### src/rtl/tw_pkg.sv
// Shared types for the two-wire slave controller.
// Assumes nothing beyond a byte-oriented bus with a ninth acknowledge bit.
package tw_pkg;

    // Controller phase
    typedef enum logic [2:0] {
        ST_IDLE,       // waiting for START
        ST_RECV,       // shifting in a byte
        ST_WAIT_FALL,  // byte done, acknowledge due at next clock fall
        ST_ACK,        // holding the acknowledge through the ninth bit
        ST_SKIP        // ignoring the bus until START or STOP
    } tw_state_e;

    // What to do when the acknowledge bit ends
    typedef enum logic [1:0] {
        NEXT_DATA,     // receive another data byte
        NEXT_SKIP,     // ignore the rest of the transfer
        NEXT_RESET     // fire the soft reset and go idle
    } tw_next_e;

    // Verdict of the byte classifier
    typedef struct packed {
        logic     ack;      // acknowledge this byte
        logic     hs_set;   // byte was the high-speed master code
        logic     deliver;  // hand byte out on the data port
        logic     gc_open;  // general call is in progress
        tw_next_e next;     // action after the acknowledge bit
    } tw_verdict_t;

endpackage

### src/rtl/tw_line_sync.sv
// Synchroniser and condition detector for the two bus lines.
// Assumes clk runs at least 8x the bus clock; STAGES must be at least 2.
// Both lines reset to the idle-high level so no condition fires at reset.
module tw_line_sync #(
    parameter int STAGES = 2
) (
    input  logic clk,
    input  logic rst_n,
    input  logic scl_in,
    input  logic sda_in,
    output logic scl_s,
    output logic scl_rise,
    output logic scl_fall,
    output logic start_det,
    output logic stop_det
);
    localparam int LINES = 2;

    logic [LINES-1:0] raw;
    logic [LINES-1:0] now;
    logic [LINES-1:0] prev;

    assign raw = {sda_in, scl_in};

    for (genvar g = 0; g < LINES; g++) begin : g_line
        logic [STAGES-1:0] chain;
        // Shift one line through its synchroniser chain
        always_ff @(posedge clk) begin
            if (!rst_n) chain <= '1;
            else        chain <= {chain[STAGES-2:0], raw[g]};
        end
        assign now[g] = chain[STAGES-1];
    end

    // Keep the previous synchronised levels for edge detection
    always_ff @(posedge clk) begin
        if (!rst_n) prev <= '1;
        else        prev <= now;
    end

    assign scl_s     = now[0];
    assign scl_rise  = now[0] & ~prev[0];
    assign scl_fall  = ~now[0] & prev[0];
    assign start_det = now[0] & prev[0] & prev[1] & ~now[1];
    assign stop_det  = now[0] & prev[0] & ~prev[1] & now[1];

endmodule

### src/rtl/tw_shift_rx.sv
// Serial-in byte collector: shifts the data bit at each clock rise, MSB first,
// and flags the rise that completes a byte. clr restarts the bit count.
module tw_shift_rx #(
    parameter int W = 8
) (
    input  logic         clk,
    input  logic         rst_n,
    input  logic         clr,
    input  logic         sample,
    input  logic         bit_in,
    output logic [W-1:0] byte_next,
    output logic         last
);
    localparam int CW = $clog2(W + 1);
    localparam logic [CW-1:0] LAST_IDX = CW'(W - 1);

    logic [W-1:0]  shreg;
    logic [CW-1:0] cnt;

    assign byte_next = {shreg[W-2:0], bit_in};
    assign last      = sample && (cnt == LAST_IDX);

    // Shift register and bit counter
    always_ff @(posedge clk) begin
        if (!rst_n) begin
            shreg <= '0;
            cnt   <= '0;
        end else if (clr) begin
            cnt   <= '0;
        end else if (sample) begin
            shreg <= byte_next;
            cnt   <= last ? '0 : cnt + 1'b1;
        end
    end

endmodule

### src/rtl/tw_byte_decode.sv
// Classifies a completed byte: own address, high-speed master code, general
// call, general-call reset code or plain data. Purely combinational.
module tw_byte_decode
    import tw_pkg::*;
#(
    parameter logic [5:0] ADDR_HI   = 6'b111010,
    parameter logic [4:0] HS_PREFIX = 5'b00001,
    parameter logic [7:0] GC_CODE   = 8'h06
) (
    input  logic [7:0]  byte_v,
    input  logic        in_addr,
    input  logic        gc_open,
    input  logic        addr_sel,
    output tw_verdict_t verdict
);
    localparam logic [7:0] GC_ADDR = 8'h00;

    // Decide acknowledge and follow-up for the byte just completed
    always_comb begin
        verdict = '{ack: 1'b0, hs_set: 1'b0, deliver: 1'b0,
                    gc_open: 1'b0, next: NEXT_SKIP};
        if (in_addr) begin
            if (byte_v[7:1] == {ADDR_HI, addr_sel}) begin
                verdict.ack  = 1'b1;
                verdict.next = byte_v[0] ? NEXT_SKIP : NEXT_DATA;
            end else if (byte_v[7:3] == HS_PREFIX) begin
                verdict.hs_set = 1'b1;
            end else if (byte_v == GC_ADDR) begin
                verdict.ack     = 1'b1;
                verdict.gc_open = 1'b1;
                verdict.next    = NEXT_DATA;
            end
        end else if (gc_open) begin
            if (byte_v == GC_CODE) begin
                verdict.ack  = 1'b1;
                verdict.next = NEXT_RESET;
            end
        end else begin
            verdict.ack     = 1'b1;
            verdict.deliver = 1'b1;
            verdict.next    = NEXT_DATA;
        end
    end

endmodule

### src/rtl/tw_slave_ctrl.sv
// Two-wire bus slave protocol controller (top).
// Sequences address/data bytes, drives the acknowledge pull-down only while
// the bus clock is low, tracks high-speed mode and issues the soft reset.
// Assumes clk is at least 8x the bus clock; never drives the clock line.
module tw_slave_ctrl
    import tw_pkg::*;
#(
    parameter int         SYNC_STAGES = 2,
    parameter int         BYTE_W      = 8,
    parameter logic [5:0] ADDR_HI     = 6'b111010,
    parameter logic [4:0] HS_PREFIX   = 5'b00001,
    parameter logic [7:0] GC_CODE     = 8'h06
) (
    input  logic              clk,
    input  logic              rst_n,
    input  logic              scl_in,
    input  logic              sda_in,
    input  logic              addr_sel,
    output logic              sda_pull,
    output logic              hs_mode,
    output logic              soft_rst,
    output logic [BYTE_W-1:0] rx_data,
    output logic              rx_valid
);
    logic        scl_s, scl_rise, scl_fall, start_det, stop_det;
    logic        sda_s;
    logic        shift_clr, byte_last;
    logic [7:0]  byte_next;
    tw_state_e   state;
    tw_next_e    next_q;
    logic        in_addr, gc_open;
    tw_verdict_t verdict;

    tw_line_sync #(.STAGES(SYNC_STAGES)) u_sync (
        .clk      (clk),
        .rst_n    (rst_n),
        .scl_in   (scl_in),
        .sda_in   (sda_in),
        .scl_s    (scl_s),
        .scl_rise (scl_rise),
        .scl_fall (scl_fall),
        .start_det(start_det),
        .stop_det (stop_det)
    );

    // Data level at a clock rise equals the previous level (stable while high)
    assign sda_s     = sda_in_sync;
    logic sda_in_sync;
    // Second tap of the data line aligned with scl_s for bit sampling
    logic [SYNC_STAGES-1:0] sda_chain;
    always_ff @(posedge clk) begin
        if (!rst_n) sda_chain <= '1;
        else        sda_chain <= {sda_chain[SYNC_STAGES-2:0], sda_in};
    end
    assign sda_in_sync = sda_chain[SYNC_STAGES-1];

    assign shift_clr = start_det | ((state == ST_ACK) & scl_fall);

    tw_shift_rx #(.W(BYTE_W)) u_shift (
        .clk      (clk),
        .rst_n    (rst_n),
        .clr      (shift_clr),
        .sample   (scl_rise),
        .bit_in   (sda_s),
        .byte_next(byte_next),
        .last     (byte_last)
    );

    tw_byte_decode #(
        .ADDR_HI  (ADDR_HI),
        .HS_PREFIX(HS_PREFIX),
        .GC_CODE  (GC_CODE)
    ) u_dec (
        .byte_v  (byte_next),
        .in_addr (in_addr),
        .gc_open (gc_open),
        .addr_sel(addr_sel),
        .verdict (verdict)
    );

    // Protocol sequencer, acknowledge drive, mode flag and reset pulse
    always_ff @(posedge clk) begin
        if (!rst_n) begin
            state    <= ST_IDLE;
            next_q   <= NEXT_SKIP;
            in_addr  <= 1'b1;
            gc_open  <= 1'b0;
            sda_pull <= 1'b0;
            hs_mode  <= 1'b0;
            soft_rst <= 1'b1;
            rx_data  <= '0;
            rx_valid <= 1'b0;
        end else begin
            soft_rst <= 1'b0;
            rx_valid <= 1'b0;
            if (stop_det) begin
                state    <= ST_IDLE;
                sda_pull <= 1'b0;
                hs_mode  <= 1'b0;
                gc_open  <= 1'b0;
            end else if (start_det) begin
                state    <= ST_RECV;
                in_addr  <= 1'b1;
                gc_open  <= 1'b0;
                sda_pull <= 1'b0;
            end else begin
                unique case (state)
                    ST_RECV: begin
                        if (byte_last) begin
                            if (verdict.hs_set)  hs_mode <= 1'b1;
                            if (verdict.deliver) begin
                                rx_data  <= byte_next;
                                rx_valid <= 1'b1;
                            end
                            gc_open <= verdict.gc_open;
                            next_q  <= verdict.next;
                            state   <= verdict.ack ? ST_WAIT_FALL : ST_SKIP;
                        end
                    end
                    ST_WAIT_FALL: begin
                        if (scl_fall) begin
                            sda_pull <= 1'b1;
                            state    <= ST_ACK;
                        end
                    end
                    ST_ACK: begin
                        if (scl_fall) begin
                            sda_pull <= 1'b0;
                            in_addr  <= 1'b0;
                            unique case (next_q)
                                NEXT_DATA:  state <= ST_RECV;
                                NEXT_RESET: begin
                                    state    <= ST_IDLE;
                                    hs_mode  <= 1'b0;
                                    gc_open  <= 1'b0;
                                    soft_rst <= 1'b1;
                                end
                                default:    state <= ST_SKIP;
                            endcase
                        end
                    end
                    default: ;
                endcase
            end
        end
    end

endmodule

### config.mk
export PLATFORM = sky130hd
export DESIGN_NAME = tw_slave_ctrl
export DESIGN_NICKNAME = d
export VERILOG_FILES = /design/src/rtl/tw_pkg.sv /design/src/rtl/tw_line_sync.sv /design/src/rtl/tw_shift_rx.sv /design/src/rtl/tw_byte_decode.sv /design/src/rtl/tw_slave_ctrl.sv
export SDC_FILE = /design/constraint.sdc
export NUM_CORES = 1
export LEC_CHECK = 0
export BUFFER_PORTS_ARGS = -buffer_cell sky130_fd_sc_hd__buf_2
export CORE_MARGIN = 1.5
export CORE_UTILIZATION = 60
export DETAILED_ROUTE_END_ITERATION = 8
export PLACE_DENSITY = 0.88
export SLEW_MARGIN = 20
export SYNTH_ARGS = -nofsm -noshare
export SYNTH_HDL_FRONTEND = slang
export SYNTH_SLANG_ARGS = --single-unit
### constraint.sdc
create_clock -name clk -period 2.8 [get_ports clk]
set_input_delay 0.7 -clock clk [delete_from_list [all_inputs] [get_ports clk]]
set_output_delay 0.7 -clock clk [all_outputs]
set_load 0.02 [all_outputs]
==> flow_summary.ini <==
[sta]
tns_ns = 0
max_slew.worst_pin.slew_ns = 0.707
fin_crit_sh_pct = 71.9
hold_violations = 0
fmax_ghz = 0.496
period_needed_ns = 2.01
setup_viol = 0
timing.hold.ws_ns = 0.415
finClkSkew_ns = 0.00799
slew_headroom_pct = 52.8
rsz0062_at_grt = no
final_max_slew_viol_count = 0

[cells_and_area]
diodes = 0
mostFrequentLayoutCell = dfxtp_1
multi_input_area_um2 = 772
drive_above_1_share_pct = 14.1
area_growth_pct = 9.64
stdcell_count = 229
final_cell_mix = dfxtp_1 (36), nand2_1 (33), a21oi_1 (25), buf_2 (16), nand2b_1 (13)
ff_latch_area_um2 = 721
final_nets = 204
nFillCells = 208

[placement]
post-place-cells = 221
dp_hpwl_mm = 2.30
io_buffers = 16
gp_congestion = 0.876

[floorplanning]
die_area_um2 = 2860
initial_core_util_pct = 62.4
ios = 17
die_w_um = 53.5
core_area_um2 = 2450
die_y_um = 53.5
num_rows = 18

[routing]
viasPerCell = 5.79
wl_met1_mm = 1.43
remaining_drc_errors = 0
totalWireLength_mm = 3.17
num_vias = 1327
wl_per_cell_um = 13.8
routed-wl-met3_um = 102
ant_nets = 0
dr.pass1.iters = 4
first_iter_violations = 35
topRoutingLayerUsed = met4
route.met2.wl_mm = 1.59

[critical_path]
required_ns = 3.07
setup.worst_path.end_class = flop
critical_path_arrival_ns = 2.29
max_stage_delay_ns = 0.60
slowest_stage = nor3_4
path_cells = nand2b_1, nor3_4, o22ai_1, o21ba_1, nor3_1
cp_max_fo = 17
critPathLaunchType = flop
path_class = reg2reg

[yosys]
avgSynthCellArea_um2 = 8.41
synth_cell_types = 37
muxShareOfSynthArea_pct = 0
synth-compound-area-share_pct = 15.0
synth_top_family_by_area = simple AND/OR/NAND/NOR gates
synth-xor-area-share_pct = 1.14
synth_fp_nets = 188
synth_top_area_share_pct = 47.1
syn-cell-area_um2 = 1530
yosys_warnings = 0
ys_seq_elements = 36
synth_simple_gate_area_share_pct = 33.5
synthAdderAreaFrac_pct = 0.817
synth_top_area_cell = dfxtp_1
ys_seq_area_share_pct = 47.1
synth.area.top_cells = dfxtp_1 (47%), a21oi_1 (8.2%), nand2_1 (8.1%)
syn_inst = 182

[flow_run]
cap_violations = 0

[run_status]
status = finished, final reports clean

[cts]
cts_setup_buffers = 0
cts_tree = yes
cts_resized = 0
cts_buffers = 5
path_clk_slew_ns = 0.10
htree_levels = 2
cts_hold_buffers = 0
cts_root_buf = clkbuf_4
clock-sinks = 36
cts_buffer_depth = 2
clk_latency_ns = 0.35

[global_route]
grt_overflow = 0
antenna_found_initial = 0
grt_use_total_pct = 25.3
grt_pass1_wl_mm = 5.14
grt_pass1_vias = 1173
grt_max_degree = 18

[pwr]
leakage_nw = 0.635
ir_drop_uv = 420
power.density_nw_per_um2 = 505

[hold_path]
hold_class = reg2reg
-- cell usage after synthesis --
cell,count
a211oi_1,1
a21oi_1,25
a21oi_2,1
a22o_1,1
and3_1,1
and4b_1,1
buf_2,4
clkbuf_1,3
clkinv_1,1
dfxtp_1,36
ha_1,1
inv_1,1
nand2_1,33
nand2b_1,13
nand3_1,10
nand3b_1,4
nand4_1,1
nand4b_1,3
nand4bb_1,2
nor2_1,12
nor2b_1,3
nor3_1,3
nor3_4,1
nor3b_1,1
nor4_4,1
nor4b_1,1
o211ai_1,1
o21ai_0,7
o21ai_1,2
o21ba_1,1
o22ai_1,1
o311a_1,1
or2_1,1
or3_1,1
or4_4,1
xnor2_1,1
xor2_1,1
-- flip-flops by register name, indices dropped and copies added (netlist names), 2 cells and up --
signal and count:
next_q 2, sda_chain 2, rx_data 8, state 3, u_shift.cnt 4, u_sync.prev 2
u_shift.shreg 7, u_sync.g_line.chain 2
-- area by class of cell --
class                   count  area share [%]
clock buffers               6            3.06
clock inverters             2           0.596
inverters                   2           0.447
multi-input cells         137            46.0
flip-flops and latches     36            42.9
well taps                  30            2.24
repair buffers             16            4.77
-- worst max-delay path: cells and delay by family (launching register included) --
kind	cells	cell delay [ns]
AND/OR/NAND/NOR	3	1.12
AO/OA/AOI/OAI	2	0.47
flip-flops	1	0.36
-- per-stage QoR --
| step | utilization, % | area [um^2] | power (mW) | worst slack, ns |
|---|---|---|---|---|
| global placement | 65.9 | 1620 | 0.568 | 0.953 |
| detailed placement | 65.9 | 1620 | 0.570 | 0.839 |
| floorplan | - | 1530 | 0.560 | 1.25 |
| finish | 68.4 | 1680 | 0.848 | 0.785 |
| CTS | 68.4 | 1680 | 0.855 | 0.822 |
| global route | 68.4 | 1680 | 0.878 | 0.600 |
-- final timing paths --
| check | start | end | slack (ns) | cells past startpoint |
|---|---|---|---|---|
| worst min register to register | sda_chain[0] | sda_chain[1] | 0.42 | 1 |
| worst min-delay path | sda_chain[0] | sda_chain[1] | 0.42 | 1 |
| worst max-delay path | u_sync.prev[0] | hs_mode | 0.79 | 5 |
| worst max register to register | u_sync.prev[0] | hs_mode | 0.79 | 5 |
-- kinds of logic after synthesis --
family                     count (synthesis)
AOI/OAI and AO/OA                         41
xor gates and xnor gates                   2
adders and majority gates                  1
buffers and inverters                      9
DFF                                       36
and+or+nand+nor                           93
-- report_power, final --
| part | internal (mW) | leakage, nW | switching [mW] |
|---|---|---|---|
| logic | 0.0130 | 0.305 | 0.0215 |
| registers | 0.518 | 0.292 | 0.00657 |
| clock network | 0.119 | 0.0380 | 0.170 |
-- layer usage --
metal	GRT usage (%)	vias to the layer above
li1	-	662
met1	30.3	629
met2	41.8	31
met3	6.21	5
met4	12.4	0
met5	0	-
(Power assumes the default switching activity.)
